`src/rtl/cx_pkg.sv`:
```
package cx_pkg;
  localparam int CW        = 16;
  localparam int XW        = 32;
  localparam int RW        = 5;
  localparam int CRW       = 3;
  localparam int CREG_BASE = 8;

  localparam logic [6:0] OP_IMM    = 7'b0010011;
  localparam logic [6:0] OP_LUI    = 7'b0110111;
  localparam logic [6:0] OP_REG    = 7'b0110011;
  localparam logic [6:0] OP_LOAD   = 7'b0000011;
  localparam logic [6:0] OP_STORE  = 7'b0100011;
  localparam logic [6:0] OP_JALR   = 7'b1100111;
  localparam logic [6:0] OP_SYSTEM = 7'b1110011;

  localparam logic [RW-1:0] REG_SP   = RW'(2);
  localparam logic [RW-1:0] REG_LINK = RW'(1);

  typedef struct packed {
    logic [XW-1:0] word;
    logic          ill;
    logic          hint;
  } xres_t;

  // compressed register field -> full register number
  function automatic logic [RW-1:0] creg(input logic [CRW-1:0] f);
    return RW'(CREG_BASE) + RW'(f);
  endfunction

  function automatic logic [11:0] sext6(input logic [5:0] v);
    return {{6{v[5]}}, v};
  endfunction

  function automatic logic [XW-1:0] i_ins(input logic [11:0] imm, input logic [RW-1:0] rs1,
                                          input logic [2:0] f3, input logic [RW-1:0] rd,
                                          input logic [6:0] op);
    return {imm, rs1, f3, rd, op};
  endfunction

  function automatic logic [XW-1:0] s_ins(input logic [11:0] imm, input logic [RW-1:0] rs2,
                                          input logic [RW-1:0] rs1, input logic [2:0] f3,
                                          input logic [6:0] op);
    return {imm[11:5], rs2, rs1, f3, imm[4:0], op};
  endfunction

  function automatic logic [XW-1:0] r_ins(input logic [6:0] f7, input logic [RW-1:0] rs2,
                                          input logic [RW-1:0] rs1, input logic [2:0] f3,
                                          input logic [RW-1:0] rd, input logic [6:0] op);
    return {f7, rs2, rs1, f3, rd, op};
  endfunction

  function automatic logic [XW-1:0] u_ins(input logic [19:0] imm, input logic [RW-1:0] rd,
                                          input logic [6:0] op);
    return {imm, rd, op};
  endfunction

  // an illegal result always carries a blank word and no hint
  function automatic xres_t mk(input logic [XW-1:0] w, input logic il, input logic hn);
    xres_t r;
    r.word = il ? '0 : w;
    r.ill  = il;
    r.hint = il ? 1'b0 : hn;
    return r;
  endfunction
endpackage

```
`src/rtl/cx_quad0.sv`:
```
module cx_quad0
  import cx_pkg::*;
(
  input  logic [CW-1:0] ci,
  output xres_t         res
);
  logic [2:0]  f3;
  logic [11:0] uimm;

  assign f3   = ci[15:13];
  assign uimm = {2'b00, ci[10:7], ci[12:11], ci[5], ci[6], 2'b00};

  always_comb begin
    if (f3 == 3'b000)
      res = mk(i_ins(uimm, REG_SP, 3'b000, creg(ci[4:2]), OP_IMM), uimm == '0, 1'b0);
    else
      res = mk('0, 1'b1, 1'b0);
  end
endmodule

```
`src/rtl/cx_quad1.sv`:
```
module cx_quad1
  import cx_pkg::*;
(
  input  logic [CW-1:0] ci,
  output xres_t         res,
  output logic          sp_adjust
);
  logic [2:0]    f3;
  logic [RW-1:0] rd;
  logic [RW-1:0] rdp;
  logic [5:0]    imm6;
  logic          rd_zero;
  logic          imm_zero;
  logic [11:0]   sp_imm;
  logic [19:0]   up_imm;
  logic [6:0]    sh_f7;

  assign f3       = ci[15:13];
  assign rd       = ci[11:7];
  assign rdp      = creg(ci[9:7]);
  assign imm6     = {ci[12], ci[6:2]};
  assign rd_zero  = (rd == '0);
  assign imm_zero = (imm6 == '0);
  assign sp_imm   = {{3{ci[12]}}, ci[4:3], ci[5], ci[2], ci[6], 4'b0000};
  assign up_imm   = {{14{imm6[5]}}, imm6};
  assign sh_f7    = ci[10] ? 7'b0100000 : 7'b0000000;

  assign sp_adjust = (f3 == 3'b011) && (rd == REG_SP) && !imm_zero;

  always_comb begin
    case (f3)
      3'b000: res = mk(i_ins(sext6(imm6), rd, 3'b000, rd, OP_IMM), 1'b0, rd_zero ^ imm_zero);
      3'b010: res = mk(i_ins(sext6(imm6), '0, 3'b000, rd, OP_IMM), 1'b0, rd_zero);
      3'b011: begin
        if (imm_zero)       res = mk('0, 1'b1, 1'b0);
        else if (sp_adjust) res = mk(i_ins(sp_imm, REG_SP, 3'b000, REG_SP, OP_IMM), 1'b0, 1'b0);
        else                res = mk(u_ins(up_imm, rd, OP_LUI), 1'b0, rd_zero);
      end
      3'b100: begin
        if (ci[11] == 1'b0)
          res = mk(r_ins(sh_f7, ci[6:2], rdp, 3'b101, rdp, OP_IMM), ci[12], ci[6:2] == '0);
        else
          res = mk('0, 1'b1, 1'b0);
      end
      default: res = mk('0, 1'b1, 1'b0);
    endcase
  end
endmodule

```
`src/rtl/cx_quad2.sv`:
```
module cx_quad2
  import cx_pkg::*;
(
  input  logic [CW-1:0] ci,
  output xres_t         res,
  output logic          brk_hit
);
  logic [2:0]    f3;
  logic [RW-1:0] rd;
  logic [RW-1:0] rs2;
  logic          rd_zero;
  logic          rs2_zero;
  logic [11:0]   ld_off;
  logic [11:0]   st_off;

  assign f3       = ci[15:13];
  assign rd       = ci[11:7];
  assign rs2      = ci[6:2];
  assign rd_zero  = (rd == '0);
  assign rs2_zero = (rs2 == '0);
  assign ld_off   = {4'b0000, ci[3:2], ci[12], ci[6:4], 2'b00};
  assign st_off   = {4'b0000, ci[8:7], ci[12:9], 2'b00};
  assign brk_hit  = (f3 == 3'b100) && ci[12] && rd_zero && rs2_zero;

  always_comb begin
    case (f3)
      3'b000: res = mk(r_ins(7'b0, rs2, rd, 3'b001, rd, OP_IMM), ci[12], rs2_zero || rd_zero);
      3'b010: res = mk(i_ins(ld_off, REG_SP, 3'b010, rd, OP_LOAD), rd_zero, 1'b0);
      3'b110: res = mk(s_ins(st_off, rs2, REG_SP, 3'b010, OP_STORE), 1'b0, 1'b0);
      3'b100: begin
        if (!rs2_zero)
          res = mk(r_ins(7'b0, rs2, ci[12] ? rd : '0, 3'b000, rd, OP_REG), 1'b0, rd_zero);
        else if (brk_hit)
          res = mk(i_ins(12'd1, '0, 3'b000, '0, OP_SYSTEM), 1'b0, 1'b0);
        else
          res = mk(i_ins('0, rd, 3'b000, ci[12] ? REG_LINK : '0, OP_JALR), rd_zero, 1'b0);
      end
      default: res = mk('0, 1'b1, 1'b0);
    endcase
  end
endmodule

```
`src/rtl/cinst_expander.sv`:
```
module cinst_expander
  import cx_pkg::*;
#(
  parameter bit OUT_REG = 1'b1
) (
  input  logic          clk,
  input  logic          rst_n,
  input  logic          in_valid,
  input  logic [CW-1:0] in_insn,
  output logic          out_valid,
  output logic [XW-1:0] out_insn,
  output logic          out_illegal,
  output logic          out_hint
);
  xres_t r_q0, r_q1, r_q2, r_sel;
  logic  sp_adjust;
  logic  brk_hit;

  cx_quad0 u_q0 (.ci(in_insn), .res(r_q0));
  cx_quad1 u_q1 (.ci(in_insn), .res(r_q1), .sp_adjust(sp_adjust));
  cx_quad2 u_q2 (.ci(in_insn), .res(r_q2), .brk_hit(brk_hit));

  always_comb begin
    case (in_insn[1:0])
      2'b00:   r_sel = r_q0;
      2'b01:   r_sel = r_q1;
      2'b10:   r_sel = r_q2;
      default: r_sel = mk({{(XW-CW){1'b0}}, in_insn}, 1'b0, 1'b0);
    endcase
  end

  logic [XW-1:0] comb_word;
  logic          comb_ill;
  logic          comb_hint;
  assign comb_word = r_sel.word;
  assign comb_ill  = r_sel.ill;
  assign comb_hint = r_sel.hint;

  generate
    if (OUT_REG) begin : g_reg
      always_ff @(posedge clk or negedge rst_n) begin
        if (!rst_n) begin
          out_valid   <= 1'b0;
          out_insn    <= '0;
          out_illegal <= 1'b0;
          out_hint    <= 1'b0;
        end else begin
          out_valid <= in_valid;
          if (in_valid) begin
            out_insn    <= comb_word;
            out_illegal <= comb_ill;
            out_hint    <= comb_hint;
          end
        end
      end

      AST_VALID_RISE: assert property (@(posedge clk) disable iff (!rst_n)
        in_valid |=> out_valid);
      AST_VALID_DROP: assert property (@(posedge clk) disable iff (!rst_n)
        !in_valid |=> !out_valid);
    end else begin : g_comb
      assign out_valid   = in_valid;
      assign out_insn    = comb_word;
      assign out_illegal = comb_ill;
      assign out_hint    = comb_hint;
    end
  endgenerate

  AST_PASS_THRU: assert property (@(posedge clk) disable iff (!rst_n)
    (in_insn[1:0] == 2'b11) |-> (comb_word == {16'h0000, in_insn}) && !comb_ill && !comb_hint);
  AST_SPLOAD_X0: assert property (@(posedge clk) disable iff (!rst_n)
    (in_insn[1:0] == 2'b10 && in_insn[15:13] == 3'b010 && in_insn[11:7] == 5'd0) |-> comb_ill);
  AST_LI_HINT: assert property (@(posedge clk) disable iff (!rst_n)
    (in_insn[1:0] == 2'b01 && in_insn[15:13] == 3'b010 && in_insn[11:7] == 5'd0) |-> comb_hint && !comb_ill);
  AST_SPADJ_DEST: assert property (@(posedge clk) disable iff (!rst_n)
    (in_insn[1:0] == 2'b01 && sp_adjust) |-> (comb_word[11:7] == 5'd2) && (comb_word[19:15] == 5'd2));
  AST_ZERO_WORD: assert property (@(posedge clk) disable iff (!rst_n)
    (in_insn == '0) |-> comb_ill);
  AST_EBREAK: assert property (@(posedge clk) disable iff (!rst_n)
    (in_insn[1:0] == 2'b10 && brk_hit) |-> (comb_word == 32'h0010_0073) && !comb_ill);
  AST_ILL_BLANK: assert property (@(posedge clk) disable iff (!rst_n)
    comb_ill |-> (comb_word == '0) && !comb_hint);
endmodule

```
`config.mk`:
```
export PLATFORM = sky130hd
export DESIGN_NAME = cinst_expander
export DESIGN_NICKNAME = d
export VERILOG_FILES = /design/src/rtl/cx_pkg.sv /design/src/rtl/cx_quad0.sv /design/src/rtl/cx_quad1.sv /design/src/rtl/cx_quad2.sv /design/src/rtl/cinst_expander.sv
export SDC_FILE = /design/constraint.sdc
export NUM_CORES = 1
export LEC_CHECK = 0
export CELL_PAD_IN_SITES_DETAIL_PLACEMENT = 0
export CELL_PAD_IN_SITES_GLOBAL_PLACEMENT = 1
export CORE_AREA = 2 2 83 85
export CTS_BUF_LIST = sky130_fd_sc_hd__clkbuf_2 sky130_fd_sc_hd__clkbuf_4 sky130_fd_sc_hd__clkbuf_8
export CTS_CLUSTER_DIAMETER = 50
export CTS_CLUSTER_SIZE = 14
export DETAILED_ROUTE_END_ITERATION = 10
export DIE_AREA = 0 0 85 87
export GPL_ROUTABILITY_DRIVEN = 0
export GPL_TIMING_DRIVEN = 0
export PLACE_DENSITY_LB_ADDON = 0.08
export SLEW_MARGIN = 40
export SYNTH_ARGS = -nofsm -noshare
export SYNTH_HDL_FRONTEND = slang
export SYNTH_SLANG_ARGS = --single-unit
```
`constraint.sdc`:
```
create_clock -name clk -period 1 [get_ports clk]
set_input_delay 0.25 -clock clk [delete_from_list [all_inputs] [get_ports clk]]
set_output_delay 0.25 -clock clk [all_outputs]
set_load 0.02 [all_outputs]
```
==> metrics.txt, run 1 <==
number of buffers created by CTS 5; worst slew pin tran between 600 and 700 ps; Vias 3683; FF-to-FF Start out_insn[28]; vias per cell slightly below 7; final hold violations 0; Die X roughly 85 µm; P&R area growth vs syn 98.6%; Final Cell Area 4950 µm²; Mapped Area between 2000 and 2500 µm²; crit share post-route 172%; #FFs+latches synth 35; Yosys cell types 66; clk slew on worst S/H paths 90 ps; clock tree from TritonCTS built; initial antenna violation count 0; critical path endpoint out_insn[20]; Seq/Total Area, Yosys between 30% and 40%; syn avg cell area roughly 8 µm²; main combinational cell family by area after synthesis compound AO/OA/AOI/OAI gates; leading post-synthesis cells by cell area dfrtp_1 35%, nor2_1 5.6%, a21oi_1 4.8%; Startpoint Class input pin; vias in the first global route between 3000 and 4000; CP cell instances buf_8 > buf_8 > buf_8 > buf_12 > nor3b_4 > nand4_1 > nor2_2 > o32ai_2 > a31oi_1; layout cells sized above 1 between 60% and 70%; first-pass GRT wire length approximately 18000 µm; failing checks negative setup slack; met2 usage approximately half; DPL Wire Length between 6000 and 7000 µm; Initial Util 37.9%; placed inst area 3230 µm²; Worst Reg-to-Reg Cells 3; Post-route DRC 0; Routed Antenna Nets 0; post-synthesis mux area share 0.853%; Synth warnings 0; worst stage delay on the critical path between 300 and 400 ps; Max transition margin between 50% and 60%; met3 Usage GRT under 10%; CTS sink cnt 35; Port Buffers 49; total power around 4700 µW; WP data required 1220 ps; Net Sw Power 1720 µW; P_int 2990 µW; routed wire length approximately 13000 µm; Register Area a little under 900 µm²; Die ar. roughly 7400 µm²; Net Sw Frac a little over a third; area of the multi-input gates roughly 2100 µm²; clock power share 24.4%; FP Rows 30; status finished, violations left; IR drop worst, VDD 654 µV; logic gate share of total power between 40% and 50%; htree depth 2; Root Buffer clkbuf_8; Final Critical Period 1720 ps; CP max-delay cell nand4_1; post-synth top area cell dfrtp_1; GRT overflow 0; fin. max-slew vios 0; met1 GRT Util ~39%; grt peak-use layer met2; GRT Overall Usage a little under a third; Die Height between 80 and 90 µm; routed len/inst 25.0 µm; final setup fails just under 70; I/O pin cnt between 50 and 60; Post-Synth Simple-Gate Area a little over a quarter; Synth async-reset ratio 100%; core area about 6600 µm²; clk_skew 0 ps; crit path kind input pin to flop; Mapped Cells around 300; NumNets Final between 400 and 500; EDFF count, synth 0; top_reg_cell synth dfrtp_1; setup slack after layout -718 ps; Cell Pwr Density between 900 and 1000 nW/µm²; pin count of the biggest net entering global routing 25; Reg2Reg Setup Slack 30 ps; router iterations before antenna repair 6; top-count cell post-synth nor2_1; crit end category flop; clk buf depth 2; diode count 0; syn nets 322; Post-Synth Adder-Cell Area 0%; Critical Path Source in_insn[14]; Worst Hold Class input pin to flop; Leakage 0.00201 µW; RSZ-0062 raised after global routing yes; xor-xnor portion of the synthesized cell area 0%; Worst-Skew Late Latency 300 ps; post-synthesis compound-gate area fraction 30.8%; CP arrival approximately 1900 ps; MaxCap Viol Count 0; Top cell by count, worst path buf_8; Layout fillers roughly 420; R2R Path End out_insn[28]; worst-path maximum fanout 6; maximum clock frequency just under 600 MHz; most common library cells after synthesis 37 x nor2_1, 35 x dfrtp_1, 24 x a21oi_1, 22 x nand2_1, 20 x o21ai_0; share of the synthesized area in the top cell type between 30% and 40%; Starting DRT DRC Count ~500; sequential share of power 34.4%
worst max-delay path, delay by kind of cell:
kind | cells | cell delay [ps]
buffers and inverters | 4 | 480
and+or+nand+nor | 3 | 890
AOI/OAI and AO/OA | 2 | 310
sequential cells by signal (all words and copies together) (netlist names):
signal	cells
out_insn	32
out_valid	1
out_hint	1
out_illegal	1
metrics by stage:
| stage | utilization [%] | std cells | TNS (ps) | hold WS [ps] | setup WS, ps |
|---|---|---|---|---|---|
| after detailed placement | 49.2 | 433 | -53190 | 166 | -1650 |
| after floorplan | - | 303 | -18630 | -45.6 | -708 |
| final | 75.4 | 536 | -19980 | 147 | -718 |
| after CTS | 66.0 | 498 | -17670 | 255 | -592 |
| after global routing | 75.4 | 536 | -21880 | 148 | -755 |
| after global placement | 48.9 | 432 | -91430 | 469 | -1640 |
power groups by stage:
stage / combinational, µW / clock [µW] / sequential, µW
after floorplan: 511 / 0 / 1770
after global placement: 1200 / 0 / 1620
after detailed placement: 1210 / 0 / 1630
after CTS: 1590 / 1110 / 1620
after global routing: 2020 / 1210 / 1630
final: 1940 / 1150 / 1620
cells in the final DEF, fill, tap and decap left out, types with 8 or more instances in the layout:
| cell | Yosys | final |
|---|---|---|
| buf_6 | 1 | 71 |
| buf_4 | 8 | 71 |
| dfrtp_1 | 35 | 35 |
| nor2_1 | 37 | 26 |
| nand2_1 | 22 | 19 |
| a21oi_1 | 24 | 16 |
| o21ai_0 | 20 | 12 |
| buf_8 | 0 | 8 |
| a31oi_1 | 8 | 8 |
| nor2_4 | 0 | 8 |
routing by layer:
| metal | vias up | routed length, µm |
|---|---|---|
| met1 | 1741 | 4850 |
| li1 | 1467 | - |
| met4 | 0 | 1030 |
| met3 | 128 | 1440 |
| met5 | - | 0 |
| met2 | 347 | 6050 |
layout make-up:
cell class              instances  share of cell area [%]
flip-flops and latches         35                    17.7
inverters                       8                    1.06
clock inverters                 2                   0.253
plain buffers                  25                    5.46
multi-input cells             233                    42.5
clock buffers                   6                    1.54
repair buffers                147                    29.5
well taps                      80                    2.02
cell families after synthesis:
| logic type | after synthesis |
|---|---|
| muxes | 2 |
| buffers and inverters | 35 |
| and+or+nand+nor | 121 |
| DFF | 35 |
| AOI/OAI and AO/OA | 110 |
repair_timing:
action	in CTS	in global routing
resized for setup	397	84
pin swaps	51	55
endpoints found under the setup margin	69	69
endpoints found under the hold margin	11	0
hold buffers	1	0
setup buffers	58	40
worst min-delay path by stage:
| stage | startpoint | to | slack (ps) | cells after the start |
|---|---|---|---|---|
| after global routing | in_valid | out_valid | 150 | 1 |
| after CTS | in_insn[2] | out_insn[25] | 250 | 3 |
| final | in_valid | out_valid | 150 | 1 |
| after detailed placement | rst_n | out_insn[27] | 170 | 1 |
| after floorplan | rst_n | out_hint | -50 | 0 |
| after global placement | out_insn[5] | out_insn[5] | 470 | 1 |
Power figures use the tool's default switching activity.
==> run 2, diff against run 1 <==
- SLEW_MARGIN: 40 -> default
==> run 2 against run 1 <==
The flow finishes with violations (negative hold slack, negative setup slack). Non-clock buffer count fell by 3. Die area stayed put. Clock skew did not move. Critical path depth decreased by 3. Sequential share of layout area rose by 0.32 points. First-iteration DRC count grew 13%. Sequential cell count unchanged. Final area down 1.8%. Total power decreased by 0.37%. Register-to-register slack about the same. Wire length down 3.6%. Cell count is 0.56% lower. Highest routed layer unchanged.
==> metrics.txt, run 2 (synthesis results as in run 1) <==
Vias 3588 (-2.6%); Largest Register out_insn; final hold violations 2 (+2); clk slew on worst S/H paths 110 ps (+20 ps); commonest non-fill, non-tap cell in the layout buf_4; GRT Overall Usage 30.9% (+0.43 points); first-pass GRT wire length 17700 µm (+0.79%); pin count of the biggest net entering global routing 36 (+44%); clock tree from TritonCTS built; MaxCap Viol Count 0 (unchanged); Cell Pwr Density 966 nW/µm² (+1.5%); layout cells sized above 1 60.9% (+0.62 points); CTS sink cnt 35 (unchanged); DR WL met3 1400 µm (-2.8%); Worst-Skew Late Latency 290 ps (about the same); Root Buffer clkbuf_8; vias in the first global route 3280 (-0.52%); Post-route DRC 0 (unchanged); Worst Hold Class input pin to async pin; routed wire length 12900 µm (-3.6%); CP cell instances buf_2 > nor4_4 > nor3b_2 > nor3b_1 > a31o_1 > a221o_1; met2 WL post-DR 5710 µm (-5.7%); setup slack after layout -676 ps (+42.0 ps); crit share post-route 168% (-4.2 points); Final Critical Period 1680 ps (-42.0 ps); Initial Util 37.9% (unchanged); DRT met1 WL 4720 µm (-2.7%); DPL Wire Length 6790 µm (-1.6%); CP max-delay cell nor4_4; clk buf depth 2 (unchanged); Final Cell Area 4860 µm² (-1.8%); diode count 0 (unchanged); vias per cell 6.73 (-2.0%); worst stage delay on the critical path 470 ps (+140 ps); crit end category flop; WP buf/inv 1 (-3); Die X 85 µm (unchanged); CP delay by family, top simple AND/OR/NAND/NOR gates; max FFs per register 32 (unchanged); GRT overflow 0 (unchanged); core area 6570 µm² (unchanged); Port Buffers 49 (unchanged); Hold Slack -5.40 ps (-152 ps); fin. max-slew vios 0 (unchanged); P&R area growth vs syn 95.1%; placed inst area 3210 µm² (-0.85%); Max transition margin 46.9% (-11 points); Highest Signal Layer met4; number of buffers created by CTS 5 (unchanged); NumNets Final 471 (-0.63%); crit path kind input pin to flop; Startpoint Class input pin; worst slew pin tran 797 ps (+165 ps); I/O pin cnt 54 (unchanged); Routed Antenna Nets 0 (unchanged); FP Rows 30 (unchanged); status finished, violations left; dpl ws -1640 ps (+11.5 ps); Leakage 0.00199 µW (-0.96%); final setup fails 68 (unchanged); maximum clock frequency 597 MHz (+2.5%); routed len/inst 24.2 µm (-3.0%); most frequent cells in the layout 74 x buf_4, 65 x buf_6, 35 x dfrtp_1; initial antenna violation count 0 (unchanged); Starting DRT DRC Count 565 (+13%); htree depth 2 (unchanged); Die Height 87 µm (unchanged); CP arrival 1850 ps (-90 ps); clk_skew 0 ps (unchanged); IR drop worst, VDD 673 µV (+2.8%); worst-path maximum fanout 8 (+2); WP data required 1180 ps (-40 ps); failing checks negative hold slack, negative setup slack; RSZ-0062 raised after global routing yes; router iterations before antenna repair 7 (+1); Die ar. 7400 µm² (unchanged)
-- run 2: cell type report --
cell class | instances | area (µm²)
Clock inverter | 2 | 12.5
Fill cell | 411 | 1710
Tap cell | 80 | 100
Multi-Input combinational cell | 233 | 2080
Sequential cell | 35 | 876
Timing Repair Buffer | 144 | 1420
Inverter | 8 | 36.3
Buffer | 25 | 258
Clock buffer | 6 | 76.3
-- run 2: power breakdown --
part           internal [µW]  switching, µW  total [µW]
Sequential              1530           86.6        1620
Clock                    517            660        1180
Combinational            916            982        1900
Total                   2970           1730        4700
-- run 2: worst reg2reg max path: stages, from the launching register on --
cell and delay, ps:
dfrtp_1 410, buf_4 150, a22oi_1 200, o21ai_1 100
-- run 2: metal layers --
layer / track usage, % / vias up
li1: - / 1453
met1: 41.2 / 1716
met2: 47.7 / 297
met3: 6.16 / 122
met4: 16.0 / 0
met5: 0 / -
-- run 2: repair_timing --
action | CTS | global route
hold buffers | 0 | 0
setup endpoints to repair | 69 | 69
setup buffers | 69 | 28
pin swaps | 48 | 38
resized for setup | 396 | 74
-- run 2: through the flow --
stage	TNS [ps]	hold WS [ps]	cells	total power, µW	util (%)
floorplan	-18630	-45.6	303	2280	-
global route	-22170	97.2	533	4800	74.0
global placement	-91430	469	432	2820	48.9
detailed placement	-53550	391	432	2820	48.8
finish	-20540	-5.40	533	4700	74.0
CTS	-18010	65.5	507	4360	66.7
-- run 2: final timing paths --
kind	from	end	slack [ps]	cells past startpoint
max	in_insn[8]	out_hint	-680	6
min	rst_n	out_insn[25]	-5	1
max reg2reg	out_insn[4]	out_insn[4]	30	3
min reg2reg	out_insn[11]	out_insn[11]	530	2
max in group asynchronous	rst_n	out_insn[20]	460	1
min in group clk	in_valid	out_valid	170	1
==> run 3, diff against run 2 <==
- CTS_BUF_LIST: sky130_fd_sc_hd__clkbuf_2 sky130_fd_sc_hd__clkbuf_4 sky130_fd_sc_hd__clkbuf_8 -> sky130_fd_sc_hd__clkbuf_4
- CTS_CLUSTER_SIZE: 14 -> 28
==> run 3 against run 2 <==
The run still ends with negative hold slack, negative setup slack left. Total power down 6.1%. Global-route usage barely moved. Final area is 1.9% lower. Clock skew did not move.
==> metrics.txt, run 3 (synthesis results as in run 1) <==
Worst Reg-to-Reg Cells 4 (+1); most frequent cells in the layout 71 x buf_4, 66 x buf_6, 35 x dfrtp_1; Worst Hold Class input pin to async pin; GRT Overall Usage 31.0% (about the same); Worst-Skew Late Latency 350 ps (+60 ps); DPL Wire Length 6790 µm (unchanged); layout cells sized above 1 60.0% (-0.93 points); P_int 2740 µW (-7.7%); Post-route DRC 0 (unchanged); Die Height 87 µm (unchanged); Non-Filler Instances 530 (-0.56%); crit path kind input pin to flop; commonest non-fill, non-tap cell in the layout buf_4; Vias 3550 (-1.1%); logic gate share of total power 42.4% (+2.0 points); CTS sink cnt 35 (unchanged); FP Rows 30 (unchanged); RSZ-0062 raised after global routing yes; failing checks negative hold slack, negative setup slack; GRT overflow 0 (unchanged); routed wire length 12500 µm (-2.8%); Port Buffers 49 (unchanged); Initial Util 37.9% (unchanged); Max transition margin 47.6% (+0.77 points); core area 6570 µm² (unchanged); Net Sw Power 1670 µW (-3.3%); Startpoint Class input pin; Largest Register out_insn; vias in the first global route 3319 (+1.2%); number of buffers created by CTS 5 (unchanged); clk_skew 0 ps (unchanged); Starting DRT DRC Count 412 (-27%); fin. max-slew vios 0 (unchanged); initial antenna violation count 0 (unchanged); Die X 85 µm (unchanged); final hold violations 35 (+33); maximum clock frequency 638 MHz (+7.0%); Root Buffer clkbuf_4; NumNets Final 468 (-0.64%); htree depth 2 (unchanged); first-pass GRT wire length 17700 µm (-0.12%); Routed Antenna Nets 0 (unchanged); diode count 0 (unchanged); Leakage 0.00195 µW (-1.9%); I/O pin cnt 54 (unchanged); Fin Setup TNS -19410 ps (+1130 ps); routed len/inst 23.7 µm (-2.2%); utilization after layout 72.6% (-1.4 points); max FFs per register 32 (unchanged); pin count of the biggest net entering global routing 36 (unchanged); Register Area 876 µm² (unchanged); Cell Pwr Density 925 nW/µm² (-4.3%); Net Sw Frac 37.9% (+1.1 points); Final Critical Period 1570 ps (-110 ps); Layout fillers 444 (+8.0%); clk buf depth 2 (unchanged); sequential share of power 36.7% (+2.2 points); WP data required 1240 ps (+60 ps); IR drop worst, VDD 616 µV (-8.4%); CP arrival 1800 ps (-50 ps); setup slack after layout -566 ps (+110 ps); Hold Slack -103 ps (-97.6 ps); router iterations before antenna repair 6 (-1); clock tree from TritonCTS built; clk slew on worst S/H paths 170 ps (+60 ps); crit share post-route 157% (-11 points); P&R area growth vs syn 91.4%; area of the multi-input gates 2050 µm² (-1.8%); vias per cell 6.70 (-0.50%); final setup fails 68 (unchanged); clock power share 20.8% (-4.3 points); status finished, violations left; crit end category flop; MaxCap Viol Count 0 (unchanged); Placed Cells 432 (unchanged); Die ar. 7400 µm² (unchanged); worst-path maximum fanout 5 (-3); worst slew pin tran 786 ps (-11.6 ps)
run 3: cell types whose count changed in the layout (fill, tap and decap cells not counted), moves of 2 or more:
| cell | delta |
|---|---|
| clkbuf_4 | +4 |
| buf_4 | -3 |
| nor2_1 | +4 |
| nor2_2 | -3 |
| nand2_4 | +2 |
| clkbuf_8 | -5 |
| nand2_1 | -2 |
| nand2b_1 | +2 |
| o21ai_2 | +2 |
run 3: stage by stage:
stage               total power [µW]  setup WS [ps]  hold slack [ps]  instance area (µm²)
finish                          4410           -566             -103                 4770
global route                    4560           -587            -1.81                 4770
CTS                             4110           -568            -13.9                 4330
detailed placement              2820          -1640              391                 3210
floorplan                       2280           -708            -45.6                 2620
global placement                2820          -1640              469                 3210
run 3: worst max-delay path, stage by stage:
cell     delay [ps]
buf_8           100
buf_6           120
or4_4           500
o21ai_4         190
o22ai_1         110
a31o_1          220
a221o_1         310
run 3: final cells by class:
class	count	share of cell area, %
Buffer	25	5.40
Clock buffer	6	0.944
Clock inverter	2	0.262
Inverter	8	0.787
Multi-Input combinational cell	233	42.9
Sequential cell	35	18.4
Tap cell	80	2.10
Timing Repair Buffer	141	29.2
run 3: power by group through the flow:
| stage | sequential (µW) | combinational (µW) | clock [µW] |
|---|---|---|---|
| 2_1_floorplan | 1770 | 511 | 0 |
| 3_3_place_gp | 1620 | 1200 | 0 |
| 3_5_place_dp | 1630 | 1190 | 0 |
| 4_1_cts | 1620 | 1600 | 891 |
| 5_1_grt | 1630 | 1950 | 970 |
| 6_report | 1620 | 1870 | 919 |
run 3: metal layers:
layer | GRT usage, % | up-vias | share of wire, %
met3 | 6.82 | 132 | 12
met5 | 0 | - | 0
li1 | - | 1452 | -
met1 | 40.3 | 1633 | 37
met2 | 47.8 | 333 | 44
met4 | 17.2 | 0 | 8.3
run 3: path summary, 6_finish.rpt:
kind / startpoint / end / slack (ps)
max in group asynchronous: rst_n / out_insn[1] / 540
worst max register to register: out_insn[25] / out_insn[25] / -20
worst max-delay path: in_insn[11] / out_hint / -570
worst min register to register: out_insn[11] / out_insn[11] / 530
worst min-delay path: rst_n / out_insn[25] / -100
min in group clk: in_insn[7] / out_insn[15] / 150
run 3: repair_timing:
action	4_1_cts	5_1_grt
resized for setup	401	61
hold endpoints to repair	6	0
pin swaps	56	35
buffers inserted	64	30
endpoints found under the setup margin	69	69
gates cloned	0	0
